[config.mk]
export PLATFORM = sky130hd
export DESIGN_NAME = cmp_toggle_timer
export DESIGN_NICKNAME = d
export VERILOG_FILES = /design/src/rtl/tmr_pkg.sv /design/src/rtl/tmr_tick_gen.sv /design/src/rtl/tmr_count_core.sv /design/src/rtl/tmr_out_flag.sv /design/src/rtl/cmp_toggle_timer.sv
export SDC_FILE = /design/constraint.sdc
export NUM_CORES = 1
export LEC_CHECK = 0
export BUFFER_PORTS_ARGS = -buffer_cell sky130_fd_sc_hd__buf_2
export CORE_ASPECT_RATIO = 1.75
export CORE_MARGIN = 2
export CORE_UTILIZATION = 30
export CTS_BUF_LIST = sky130_fd_sc_hd__clkbuf_8 sky130_fd_sc_hd__clkbuf_16
export DETAILED_ROUTE_END_ITERATION = 8
export PLACE_DENSITY_LB_ADDON = 0.08
export SYNTH_ARGS = -nofsm -noshare
export SYNTH_HDL_FRONTEND = slang
export SYNTH_SLANG_ARGS = --single-unit
export TNS_END_PERCENT = 5
[constraint.sdc]
create_clock -name clk -period 2.55 [get_ports clk]
set_input_delay 0.6375 -clock clk [delete_from_list [all_inputs] [get_ports clk]]
set_output_delay 0.6375 -clock clk [all_outputs]
set_load 0.02 [all_outputs]
[src/rtl/tmr_pkg.sv]
package tmr_pkg;

    typedef enum logic {
        TICK_DIV2 = 1'b0,
        TICK_EXT  = 1'b1
    } tick_src_e;

    typedef struct packed {
        logic out;
        logic flag;
    } pin_state_t;

endpackage

[src/rtl/tmr_tick_gen.sv]
module tmr_tick_gen
    import tmr_pkg::*;
(
    input  logic clk,
    input  logic rst_n,
    input  logic active,
    input  logic src_sel,
    input  logic pre_tick,
    output logic tick
);

    logic half_d, half_q;

    always_comb begin
        half_d = 1'b0;
        if (active) begin
            half_d = ~half_q;
        end
    end

    always_ff @(posedge clk or negedge rst_n) begin
        if (!rst_n) begin
            half_q <= 1'b0;
        end else begin
            half_q <= half_d;
        end
    end

    always_comb begin
        tick = 1'b0;
        if (active) begin
            if (tick_src_e'(src_sel) == TICK_EXT) begin
                tick = pre_tick;
            end else begin
                tick = half_q;
            end
        end
    end

endmodule

[src/rtl/tmr_count_core.sv]
module tmr_count_core #(
    parameter int unsigned CNT_W = 24
) (
    input  logic             clk,
    input  logic             rst_n,
    input  logic             active,
    input  logic             tick,
    input  logic             reload_en,
    input  logic [CNT_W-1:0] preload,
    input  logic [CNT_W-1:0] compare,
    output logic [CNT_W-1:0] count,
    output logic             match
);

    typedef struct packed {
        logic [CNT_W-1:0] cnt;
        logic             armed;
        logic             reload_due;
    } core_state_t;

    core_state_t st_d, st_q;

    always_comb begin
        st_d  = st_q;
        match = 1'b0;
        if (!active) begin
            st_d = '0;
        end else if (tick) begin
            if (!st_q.armed || st_q.reload_due) begin
                st_d.cnt = preload;
            end else begin
                st_d.cnt = st_q.cnt + 1'b1;
            end
            st_d.armed      = 1'b1;
            match           = (st_d.cnt == compare);
            st_d.reload_due = match & reload_en;
        end
    end

    always_ff @(posedge clk or negedge rst_n) begin
        if (!rst_n) begin
            st_q <= '0;
        end else begin
            st_q <= st_d;
        end
    end

    assign count = st_q.cnt;

endmodule

[src/rtl/tmr_out_flag.sv]
module tmr_out_flag
    import tmr_pkg::*;
(
    input  logic clk,
    input  logic rst_n,
    input  logic active,
    input  logic invert,
    input  logic match,
    input  logic flag_clr,
    input  logic irq_en,
    output logic pin,
    output logic flag,
    output logic irq
);

    pin_state_t ps_d, ps_q;

    always_comb begin
        ps_d = ps_q;
        if (!active) begin
            ps_d.out = invert;
        end else if (match) begin
            ps_d.out = ~ps_q.out;
        end
        if (match) begin
            ps_d.flag = 1'b1;
        end else if (flag_clr) begin
            ps_d.flag = 1'b0;
        end
    end

    always_ff @(posedge clk or negedge rst_n) begin
        if (!rst_n) begin
            ps_q <= '0;
        end else begin
            ps_q <= ps_d;
        end
    end

    assign pin  = ps_q.out;
    assign flag = ps_q.flag;
    assign irq  = ps_q.flag & irq_en;

endmodule

[src/rtl/cmp_toggle_timer.sv]
module cmp_toggle_timer #(
    parameter int unsigned          CNT_W       = 24,
    parameter int unsigned          MODE_W      = 4,
    parameter logic [MODE_W-1:0]    TOGGLE_CODE = 4'b0010
) (
    input  logic              clk,
    input  logic              rst_n,
    input  logic              enable,
    input  logic [MODE_W-1:0] mode,
    input  logic              invert,
    input  logic              reload_mode,
    input  logic              irq_en,
    input  logic              clk_sel,
    input  logic              tick_pre,
    input  logic [CNT_W-1:0]  preload,
    input  logic [CNT_W-1:0]  compare,
    input  logic              flag_clr,
    output logic              tmr_out,
    output logic              irq,
    output logic              flag,
    output logic [CNT_W-1:0]  count
);

    logic active;
    logic tick;
    logic match;

    assign active = enable && (mode == TOGGLE_CODE);

    tmr_tick_gen u_tick (
        .clk      (clk),
        .rst_n    (rst_n),
        .active   (active),
        .src_sel  (clk_sel),
        .pre_tick (tick_pre),
        .tick     (tick)
    );

    tmr_count_core #(.CNT_W(CNT_W)) u_core (
        .clk       (clk),
        .rst_n     (rst_n),
        .active    (active),
        .tick      (tick),
        .reload_en (reload_mode),
        .preload   (preload),
        .compare   (compare),
        .count     (count),
        .match     (match)
    );

    tmr_out_flag u_pin (
        .clk      (clk),
        .rst_n    (rst_n),
        .active   (active),
        .invert   (invert),
        .match    (match),
        .flag_clr (flag_clr),
        .irq_en   (irq_en),
        .pin      (tmr_out),
        .flag     (flag),
        .irq      (irq)
    );

endmodule

Word-level counts from Yosys, hierarchy flattened
Cells that the tools add are included.

operators by class
  $add $sub $neg = 1
  $mul = 0
  divide/modulo/power cells = 0
  $lt $le $gt $ge = 0
  eq/ne operators = 4
  shift-type cells = 0
  multiplexer cells = 14
  bitwise gates (word level) = 4
  reductions and logical operators = 4

operators with widths
  cell                                            count
  2-to-1 mux 24 bit                               3
  2-to-1 mux 26 bit                               2
  adder 24 x 1 -> 24 bit (second input constant)  1
  == test 24 bit                                  1
  2-to-1 mux 1 bit                                9
  == test 4 x 2 -> 1 bit (second input constant)  1
  != test 2 bit (second input constant)           2
  bitwise AND 1 bit                               2
  inverter 1 bit                                  2
  nonzero test 2 bit                              1
  logical AND 1 bit                               1
  logical NOT 1 bit                               1
  logical OR 1 bit                                1

storage, ports and cells
  register bits after elaboration = 29
  latch bits = 0
  RAM bits = 0
  memory bits (read-only) = 0
  bits of input ports = 61
  logic and storage cells = 33
  memories = 0

Depth between registers and ports, before layout
Gate-level depths: netlist of run 1.

  depth in word-level cells = 10
  gate-level depth with buffers = 10
  depth with buffers taken out = 9

Hierarchy
From an unflattened synthesis of run 1, not the netlist that was laid out.

second synthesis, totals
  cell total of the unflattened synthesis = 436
  area total of the unflattened synthesis = 3255.6 um^2

modules (own cells, without submodules)
  module            times used  cells each  area an instance (um^2)  sequential area each (um^2)
  tmr_count_core    1           422         3105.5                   650.6
  tmr_out_flag      1           8           86.3                     50.0
  tmr_tick_gen      1           4           47.5                     25.0
  cmp_toggle_timer  1           2           16.3                     0.0

Worst setup path before layout of run 1
OpenSTA, ideal clock, no wires.

  kind = register -> register
  start point = register u_core.st_q, in the netlist u_core.count[1]
  end point = register u_pin.ps_q, in the netlist u_pin.pin
  library setup time = 82 ps
  arrival time = 2717 ps
  required time = 2468 ps
  path slack = -249 ps
  stages on the path, launching flop included = 10
  buffers on the path = 0
  clock period less this slack = 2799 ps
  path through = dfrtp_1 ha_1 nand4_2 nor4_2 and4_1 o311ai_1 nor4_1 a31oi_1 or4_1 a31oi_1

between the ends
  word-level cells in the longest chain between the ends = 8

RTL lines
  element                         RTL line              RTL
  start, declared                 tmr_count_core.sv:21  core_state_t st_d, st_q;
  start signal, assigned          tmr_count_core.sv:44  st_q <= st_d;
  adder 24 x 1 -> 24 bit          tmr_count_core.sv:32  st_d.cnt = st_q.cnt + 1'b1;
  2-to-1 mux 24 bit               tmr_count_core.sv:29  if (!st_q.armed || st_q.reload_due) begin
  2-to-1 mux 24 bit               tmr_count_core.sv:28  end else if (tick) begin
  2-to-1 mux 24 bit               tmr_count_core.sv:26  if (!active) begin
  == test 24 bit                  tmr_count_core.sv:35  match = (st_d.cnt == compare);
  2-to-1 mux 1 bit                tmr_count_core.sv:28
  2-to-1 mux 1 bit                tmr_count_core.sv:26
  != test 2 bit (no source line)  --
  end signal, assigned            tmr_out_flag.sv:36    ps_q <= ps_d;
  end, declared                   tmr_out_flag.sv:16    pin_state_t ps_d, ps_q;

Every way passes these cells. The select of a mux whose other input is x is not followed.
A chain may end at the register's enable or synchronous reset.

Worst setup path after layout of run 1
  start point = register u_core.st_q, in the netlist u_core.count[12]
  end point = register u_pin.ps_q, in the netlist u_pin.pin

Same word-level chain as after synthesis.

==> flow_summary.ini, run 1 <==
[run_status]
outcome = complete, but fails checks
violations = negative setup slack

[yosys]
yosysMostFrequentCell = nor2_1
synth-edff-count = 0
ys_async_sr_fraction_pct = 100
ys_seq_area_share_pct = 22.5
synthesis.area_um2 = 3230
ys_types = 58
ys.flop_type = dfrtp_1
yosysWarnings = 0
synth_commonest_cells = nor2_1, a21oi_1, nand2_1, o21ai_0, dfrtp_1
synth.avg_cell_area_um2 = 7.20
synth_area_leaders = dfrtp_1, buf_4, a21oi_1
synth_seq_cells = 29
yosysTopAreaCell = dfrtp_1
syn_nets = 510
yosysTopAreaCellShare_pct = 22.5
synth_cells = 448

[route]
ant_nets = 0
dr.pass1.iters = 5
vias = 4085
drt_iter0_markers = 248
drc = 0
viasPerCell = 5.53
routedWlPerCell_um = 19.7
routed_wl_um = 14600

[timing]
clock.fmax_mhz = 360
hold_viol = 0
skew_ns = 0.00486
rsz0062_at_grt = yes
tightestPinTransition_ns = 0.799
layout_setup_ws_ns = -0.230
fin_crit_sh_pct = 109
tns_ns = -0.466
relSlewSlack_pct = 46.7
period_minus_slack_ns = 2.78
finalSetupViolations = 3
worst_hold_slack_ns = 0.445
slew_viol_final = 0

[floorplan]
rows = 50
initial_core_util_pct = 30.5
die-height_um = 141
dieWidth_um = 82.4
core_um2 = 10600
ios = 88
dieArea_um2 = 11600

[finish]
drive_gt1_share_pct = 40.4
final_util_pct = 45.3
diodes = 0
design_area_um2 = 4790
fin_cells = 739
final_nets = 670
area_growth_pct = 48.4

[clocking]
path_clk_slew_ns = 0.06
clk_latency_ns = 0.28
clk_path_buf_depth = 2
h-tree-depth = 2
cts_tree = built
cts.sinks = 29
clockRootBuffer = clkbuf_16
cts_buffers = 5

[global_route]
grt_usage_pct = 25.7
antenna_found_initial = 0
grt_pass1_vias = 4049
grt_start_max_net_pins = 30
grt_overflow_total = 0
grt_pass1_wl_um = 21900

[setup_path]
path_cells = nand4_4 > or4_4 > a32oi_2 > o311ai_1 > nor4_2 > a31oi_2 > or4_1 > a31oi_1
crit_arrival_ns = 2.98
crit_path_end_kind = register
r2r.worst_path.cells = 8
slowest_delay_ns = 0.60
rrSetupSlack_ns = -0.23
cpMaxStageDelayCell = or4_4
r2r-start = u_core.count[12]
timing.rr.end = u_pin.pin
worstPathMaxFanout = 5
startpoint_type = register
required_ns = 2.75
criticalPathCategory = register to register

[power]
clock_power_share_pct = 48.3
peakVddDrop_uv = 266
power_frac_seq_pct = 31.2
combPwrFrac_pct = 20.5
power.density_nw_per_um2 = 312
p_leak_nw = 2.22
p_int_mw = 1.09
finalPower_mw = 1.49
swShare_pct = 27.3
p_sw_mw = 0.408

[placed_design]
io_buffers = 87
placedCellCount = 720
place_hpwl_um = 11600
pre_cts_ws_ns = -0.429
post_dp_cell_area_um2 = 4420
place_congestion = 0.982

[job]
max-cap-violations = 0

[min_path]
min_path_type = primary input to async pin
## layout make-up
class                           count  area [µm²]
Fill cell                        1109        5780
Multi-Input combinational cell    351        2310
Sequential cell                    29         731
Clock inverter                      2        33.8
Tap cell                          130         163
Timing Repair Buffer              207        1360
Inverter                           14        52.6
Clock buffer                        6         139
## power by group through the flow
stage / combinational [mW] / clock [mW] / sequential (mW)
floorplan: 0.128 / 0 / 0.475
global placement: 0.295 / 0 / 0.475
detailed placement: 0.296 / 0 / 0.475
CTS: 0.305 / 0.735 / 0.466
global route: 0.331 / 0.744 / 0.467
finish: 0.306 / 0.721 / 0.467
## registers in the layout (all words and copies together) (netlist names)
| register | cells |
|---|---|
| u_pin.pin | 1 |
| u_pin.flag | 1 |
| u_core.st_q | 2 |
| u_core.count | 24 |
| u_tick.half_q | 1 |
## critical path, delay by kind of cell, from the launching register on
kind,cells,cell delay [ns]
AO/OA/AOI/OAI,4,0.67
flip-flops,1,0.40
AND/OR/NAND/NOR,4,1.64
## layer usage
metal  GRT usage, %  routed length, µm
met1           27.0               5140
met2           45.9               7810
met3           2.56                574
met4           17.3               1060
met5              0                  0
## timing repair
| item | CTS | global route |
|---|---|---|
| endpoints found under the setup margin | 3 | 3 |
| pin swaps | 14 | 1 |
| resized for setup | 16 | 7 |
| hold buffers | 0 | 0 |
| buffers inserted | 10 | 1 |
## worst max-delay path by stage
stage                     slack, ns  depth (start not counted)             start              to
final                         -0.23                          8  u_core.count[12]       u_pin.pin
after global placement        -0.40                         10       compare[19]  u_core.st_q[0]
after CTS                     -0.19                          8  u_core.count[12]       u_pin.pin
after detailed placement      -0.43                          9        compare[1]  u_core.st_q[0]
after floorplan               0.004                         10   u_core.count[9]  u_core.st_q[0]
after global routing          -0.40                         11   u_core.count[1]       u_pin.pin
## cells by family after synthesis
| kind of cell | share of synthesized area (%) |
|---|---|
| xor gates and xnor gates | 7.87 |
| DFF | 22.5 |
| muxes | 1.63 |
| adders and majority gates | 0.388 |
| and+or+nand+nor | 31.1 |
| buffers and inverters | 11.2 |
| AOI/OAI and AO/OA | 25.3 |
## cell usage in the layout (no fill, tap or decap), types with 9 or more instances in the layout
cell type / netlist / routed
nand4_1: 11 / 11
nand3_1: 16 / 16
buf_4: 26 / 116
nor2_1: 47 / 47
dfrtp_1: 29 / 25
nor3_1: 13 / 12
inv_1: 14 / 15
nor2b_1: 10 / 9
a21oi_1: 37 / 37
buf_2: 7 / 87
nand2_1: 37 / 36
xor2_1: 15 / 14
o21ai_0: 30 / 30
a22oi_1: 10 / 10
xnor2_1: 14 / 14
No activity file was read; power rests on OpenSTA's default activity.
==> run 2: changes to the inputs <==
--- a/config.mk
+++ b/config.mk
@@ -6,12 +6,13 @@
 export NUM_CORES = 1
 export LEC_CHECK = 0
 export BUFFER_PORTS_ARGS = -buffer_cell sky130_fd_sc_hd__buf_2
+export CAP_MARGIN = 20
 export CORE_ASPECT_RATIO = 1.75
 export CORE_MARGIN = 2
 export CORE_UTILIZATION = 30
 export CTS_BUF_LIST = sky130_fd_sc_hd__clkbuf_8 sky130_fd_sc_hd__clkbuf_16
 export DETAILED_ROUTE_END_ITERATION = 8
-export PLACE_DENSITY_LB_ADDON = 0.08
+export PLACE_DENSITY_LB_ADDON = 0.3
 export SYNTH_ARGS = -nofsm -noshare
 export SYNTH_HDL_FRONTEND = slang
 export SYNTH_SLANG_ARGS = --single-unit
==> run 2 against run 1 <==
Net effect:
- largest cell class unchanged
- non-clock buffer count rose by 12
- first-iteration DRC count fell by 7.3%
- fmax is 0.74% lower
- critical endpoint unchanged
- hold slack got worse by 0.022 ns
- die area is the same
- setup slack got worse by 0.021 ns
- the run still ends with negative setup slack left
- global-route usage increased by 0.31 points
- critical path type unchanged
- flip-flop and latch count is the same
==> flow_summary.ini, run 2 (synthesis results as in run 1) <==
[global_route]
grt_usage_pct = 26.0
grt_pass1_vias = 4274
antenna_found_initial = 0
grt_start_max_net_pins = 30
grt_overflow_total = 0
grt_pass1_wl_um = 22400

[timing]
hold_viol = 0
skew_ns = 0.00666
period_minus_slack_ns = 2.80
fin_crit_sh_pct = 110
rsz0062_at_grt = yes
tightestPinTransition_ns = 0.774
finalSetupViolations = 3
relSlewSlack_pct = 48.4
layout_setup_ws_ns = -0.250
slew_viol_final = 0
clock.fmax_mhz = 357

[floorplan]
ios = 88
die-height_um = 141
rows = 50
dieArea_um2 = 11600
dieWidth_um = 82.4
core_um2 = 10600
initial_core_util_pct = 30.5

[route]
drt_iter0_markers = 230
ant_nets = 0
drc = 0
routed_wl_um = 14600
vias = 4149
dr.pass1.iters = 7
routedWlPerCell_um = 19.4
viasPerCell = 5.52

[placed_design]
place_hpwl_um = 11600
io_buffers = 87
pre_cts_ws_ns = -0.567
place_congestion = 0.905

[power]
p_leak_nw = 2.26
finalPower_mw = 1.38
peakVddDrop_uv = 215
power.density_nw_per_um2 = 279

[setup_path]
crit_arrival_ns = 3.00
startpoint_type = register
rrSetupSlack_ns = -0.25
crit_path_end_kind = register
r2r-start = u_core.st_q[1]
worstPathMaxFanout = 7
r2r.worst_path.cells = 11
criticalPathCategory = register to register
required_ns = 2.75
timing.rr.end = u_pin.pin

[clocking]
clockRootBuffer = clkbuf_16
cts_buffers = 5
cts_tree = built
clk_latency_ns = 0.29
h-tree-depth = 2
clk_path_buf_depth = 2
path_clk_slew_ns = 0.06
cts_hold_buf = 0
cts.sinks = 29

[run_status]
violations = negative setup slack
outcome = complete, but fails checks

[job]
max-cap-violations = 0

[finish]
diodes = 0
layout_commonest_cell = buf_4
final_cell_mix = buf_4, buf_2, nor2_1
fillers = 1097
largest_register_ffs = 24
final_nets = 682
area_growth_pct = 53.6
drive_gt1_share_pct = 43.8

[min_path]
min_path_type = primary input to async pin
## run 2: what timing repair did
| action | CTS | global route |
|---|---|---|
| pin swaps | 16 | 6 |
| setup buffers | 9 | 0 |
| endpoints found under the setup margin | 3 | 3 |
| gates resized for setup | 36 | 9 |
## run 2: where the power goes
part           internal, mW  switching [mW]
Clock                 0.354           0.233
Sequential            0.463         0.00322
Combinational         0.152           0.177
Total                 0.970           0.413
## run 2: layout make-up
class	instances	area (µm²)	share of cell area [%]
Clock inverter	3	13.8	0.278
Multi-Input combinational cell	351	2390	48.2
Inverter	14	52.6	1.06
Clock buffer	5	125	2.52
Tap cell	130	163	3.28
Timing Repair Buffer	219	1480	29.8
Sequential cell	29	734	14.8
## run 2: how the worst max path moves through the flow
stage | start | slack [ns] | to
final | u_core.st_q[1] | -0.25 | u_pin.pin
after global routing | u_core.count[1] | -0.37 | u_pin.pin
after CTS | u_core.count[7] | -0.25 | u_pin.pin
after detailed placement | mode[3] | -0.57 | u_pin.pin
after global placement | mode[3] | -0.49 | u_core.st_q[0]
after floorplan | u_core.count[9] | 0.004 | u_core.st_q[0]
## run 2: worst max-delay path, stage by stage, from the launching register on
cell	delay, ns
dfrtp_1	0.37
nor2b_2	0.17
buf_6	0.14
buf_4	0.16
nor4_4	0.28
o32ai_2	0.14
a2111oi_2	0.33
and4_1	0.23
nand4_1	0.09
buf_4	0.17
or4_4	0.46
a31oi_1	0.15
## run 2: layer usage
metal | track usage, % | routed length, µm | share of wire (%) | vias to the layer above
met3 | 3.01 | 485 | 3.3 | 50
met5 | 0 | 0 | 0 | -
li1 | - | - | - | 1969
met2 | 49.6 | 8160 | 56 | 143
met4 | 14.0 | 840 | 5.8 | 0
met1 | 25.7 | 5100 | 35 | 1987
## run 2: through the flow
step	hold slack (ns)	util, %	instance area [µm²]	std cells	TNS, ns
after floorplan	0.342	-	3300	448	0
after global placement	0.439	43.0	4540	735	-1.44
after detailed placement	0.454	43.0	4540	735	-1.68
after CTS	0.458	46.5	4910	751	-0.458
after global routing	0.482	46.9	4960	751	-0.822
final	0.422	46.9	4960	751	-0.511
==> run 3: changes to the inputs <==
--- a/config.mk
+++ b/config.mk
@@ -13,6 +13,7 @@
 export CTS_BUF_LIST = sky130_fd_sc_hd__clkbuf_8 sky130_fd_sc_hd__clkbuf_16
 export DETAILED_ROUTE_END_ITERATION = 8
 export PLACE_DENSITY_LB_ADDON = 0.3
+export RECOVER_POWER = 25
 export SYNTH_ARGS = -nofsm -noshare
 export SYNTH_HDL_FRONTEND = slang
 export SYNTH_SLANG_ARGS = --single-unit
==> run 3 against run 2 <==
Net effect:
- the flow finishes with violations (max-capacitance violations, max-slew violations, negative setup slack)
- count of clock-buffer cells in the layout stayed put
- final area hardly changed
- core utilization about the same
- hold slack gained 0.035 ns
- register-to-register slack hardly changed
- total power barely moved
- die area unchanged
- fmax is the same
- routed wire length is essentially flat
- highest routed layer unchanged
==> flow_summary.ini, run 3 (synthesis results as in run 1) <==
[floorplan]
initial_core_util_pct = 30.5
dieWidth_um = 82.4
core_um2 = 10600
dieArea_um2 = 11600
ios = 88
die-height_um = 141
rows = 50

[job]
max-cap-violations = 1

[finish]
diodes = 0
final_util_pct = 46.9
seqCellArea_um2 = 734
area_growth_pct = 53.5
drive_gt1_share_pct = 43.6
fillers = 1098
final_nets = 682
multi_input_area_um2 = 2390
layout_commonest_cell = buf_4
largest_register_ffs = 24
final_cell_mix = buf_4, buf_2, nor2_1

[timing]
slew_viol_final = 30
rsz0062_at_grt = yes
tightestPinTransition_ns = 1.85
clock.fmax_mhz = 357
relSlewSlack_pct = -23.4
fin_crit_sh_pct = 110
layout_setup_ws_ns = -0.250
worst_hold_slack_ns = 0.457
hold_viol = 0
period_minus_slack_ns = 2.80
tns_ns = -0.511
finalSetupViolations = 3
skew_ns = 0.00666

[global_route]
antenna_found_initial = 0
grt_start_max_net_pins = 30
grt_overflow_total = 0
grt_usage_pct = 26.0
grt_pass1_wl_um = 22400
grt_pass1_vias = 4274

[setup_path]
path_delay_family = simple AND/OR/NAND/NOR gates
worstPathMaxFanout = 7
startpoint_type = register
cpMaxStageDelayCell = or4_4
path_buf_inv = 3
slowest_delay_ns = 0.46
required_ns = 2.75
crit_arrival_ns = 3.00
cp.depth = 11
path_cells = nor2b_2 > buf_6 > buf_4 > nor4_4 > o32ai_2 > a2111oi_2 > and4_1 > nand4_1 > buf_4 > or4_4 > a31oi_1
cp_common_cell = buf_4
criticalPathCategory = register to register
r2r.worst_path.cells = 11
crit_path_end_kind = register

[route]
routedWlPerCell_um = 19.4
dr.pass1.iters = 7
vias = 4141
routed_wl_um = 14600
drt_iter0_markers = 231
viasPerCell = 5.51
drc = 0
ant_nets = 0

[placed_design]
io_buffers = 87
pre_cts_ws_ns = -0.567
place_hpwl_um = 11600
place_congestion = 0.905

[run_status]
violations = max-capacitance violations, max-slew violations, negative setup slack
outcome = complete, but fails checks

[clocking]
cts_hold_buf = 0
cts.sinks = 29
cts_tree = built
clk_latency_ns = 0.29
clk_path_buf_depth = 2
path_clk_slew_ns = 0.06
clockRootBuffer = clkbuf_16
h-tree-depth = 2
cts_buffers = 5

[min_path]
min_path_type = register to register
holdPathStages = 1

[power]
power.density_nw_per_um2 = 279
p_leak_nw = 2.26
peakVddDrop_uv = 215
==> run 3: changes by cell type in the layout (fill, tap and decap cells not counted) <==
cell	before	now
clkbuf_1	0	1
buf_2	87	86
==> run 3: repair_timing <==
| action | in CTS | in global routing |
|---|---|---|
| endpoints found under the setup margin | 3 | 3 |
| setup buffers | 9 | 0 |
| resized for setup | 36 | 9 |
| pin swaps | 16 | 6 |
==> run 3: final timing paths <==
check	from	end	slack, ns
setup reg to reg	u_core.st_q[1]	u_pin.pin	-0.25
hold reg to reg	u_tick.half_q	u_tick.half_q	0.46
setup / recovery	u_core.st_q[1]	u_pin.pin	-0.25
hold / removal	u_tick.half_q	u_tick.half_q	0.46
min in group asynchronous	rst_n	u_core.count[20]	0.85
max in group asynchronous	rst_n	u_core.st_q[0]	0.48
==> run 3: layer usage <==
metal | GRT usage, % | up-vias | wire (µm)
met5 | 0 | - | 0
met4 | 14.0 | 0 | 839
met3 | 3.01 | 50 | 474
met2 | 49.6 | 137 | 8150
met1 | 25.7 | 1984 | 5110
li1 | - | 1970 | -
==> run 3: power by group <==
part,internal [mW],switching [mW]
combinational,0.152,0.177
clock,0.354,0.233
sequential,0.463,0.00322
==> run 3: area by class of cell <==
cell class,count,area share (%)
flip-flops and latches,29,14.8
repair buffers,219,29.8
inverters,14,1.06
multi-input cells,351,48.2
clock buffers,5,2.53
well taps,130,3.28
clock inverters,3,0.278
==> run 3: per-stage QoR <==
stage          cells  instance area, µm²  total power [mW]
3_3_place_gp     735                4540             0.776
3_5_place_dp     735                4540             0.779
6_report         751                4950              1.38
2_1_floorplan    448                3300             0.603
4_1_cts          751                4910              1.38
5_1_grt          751                4950              1.43
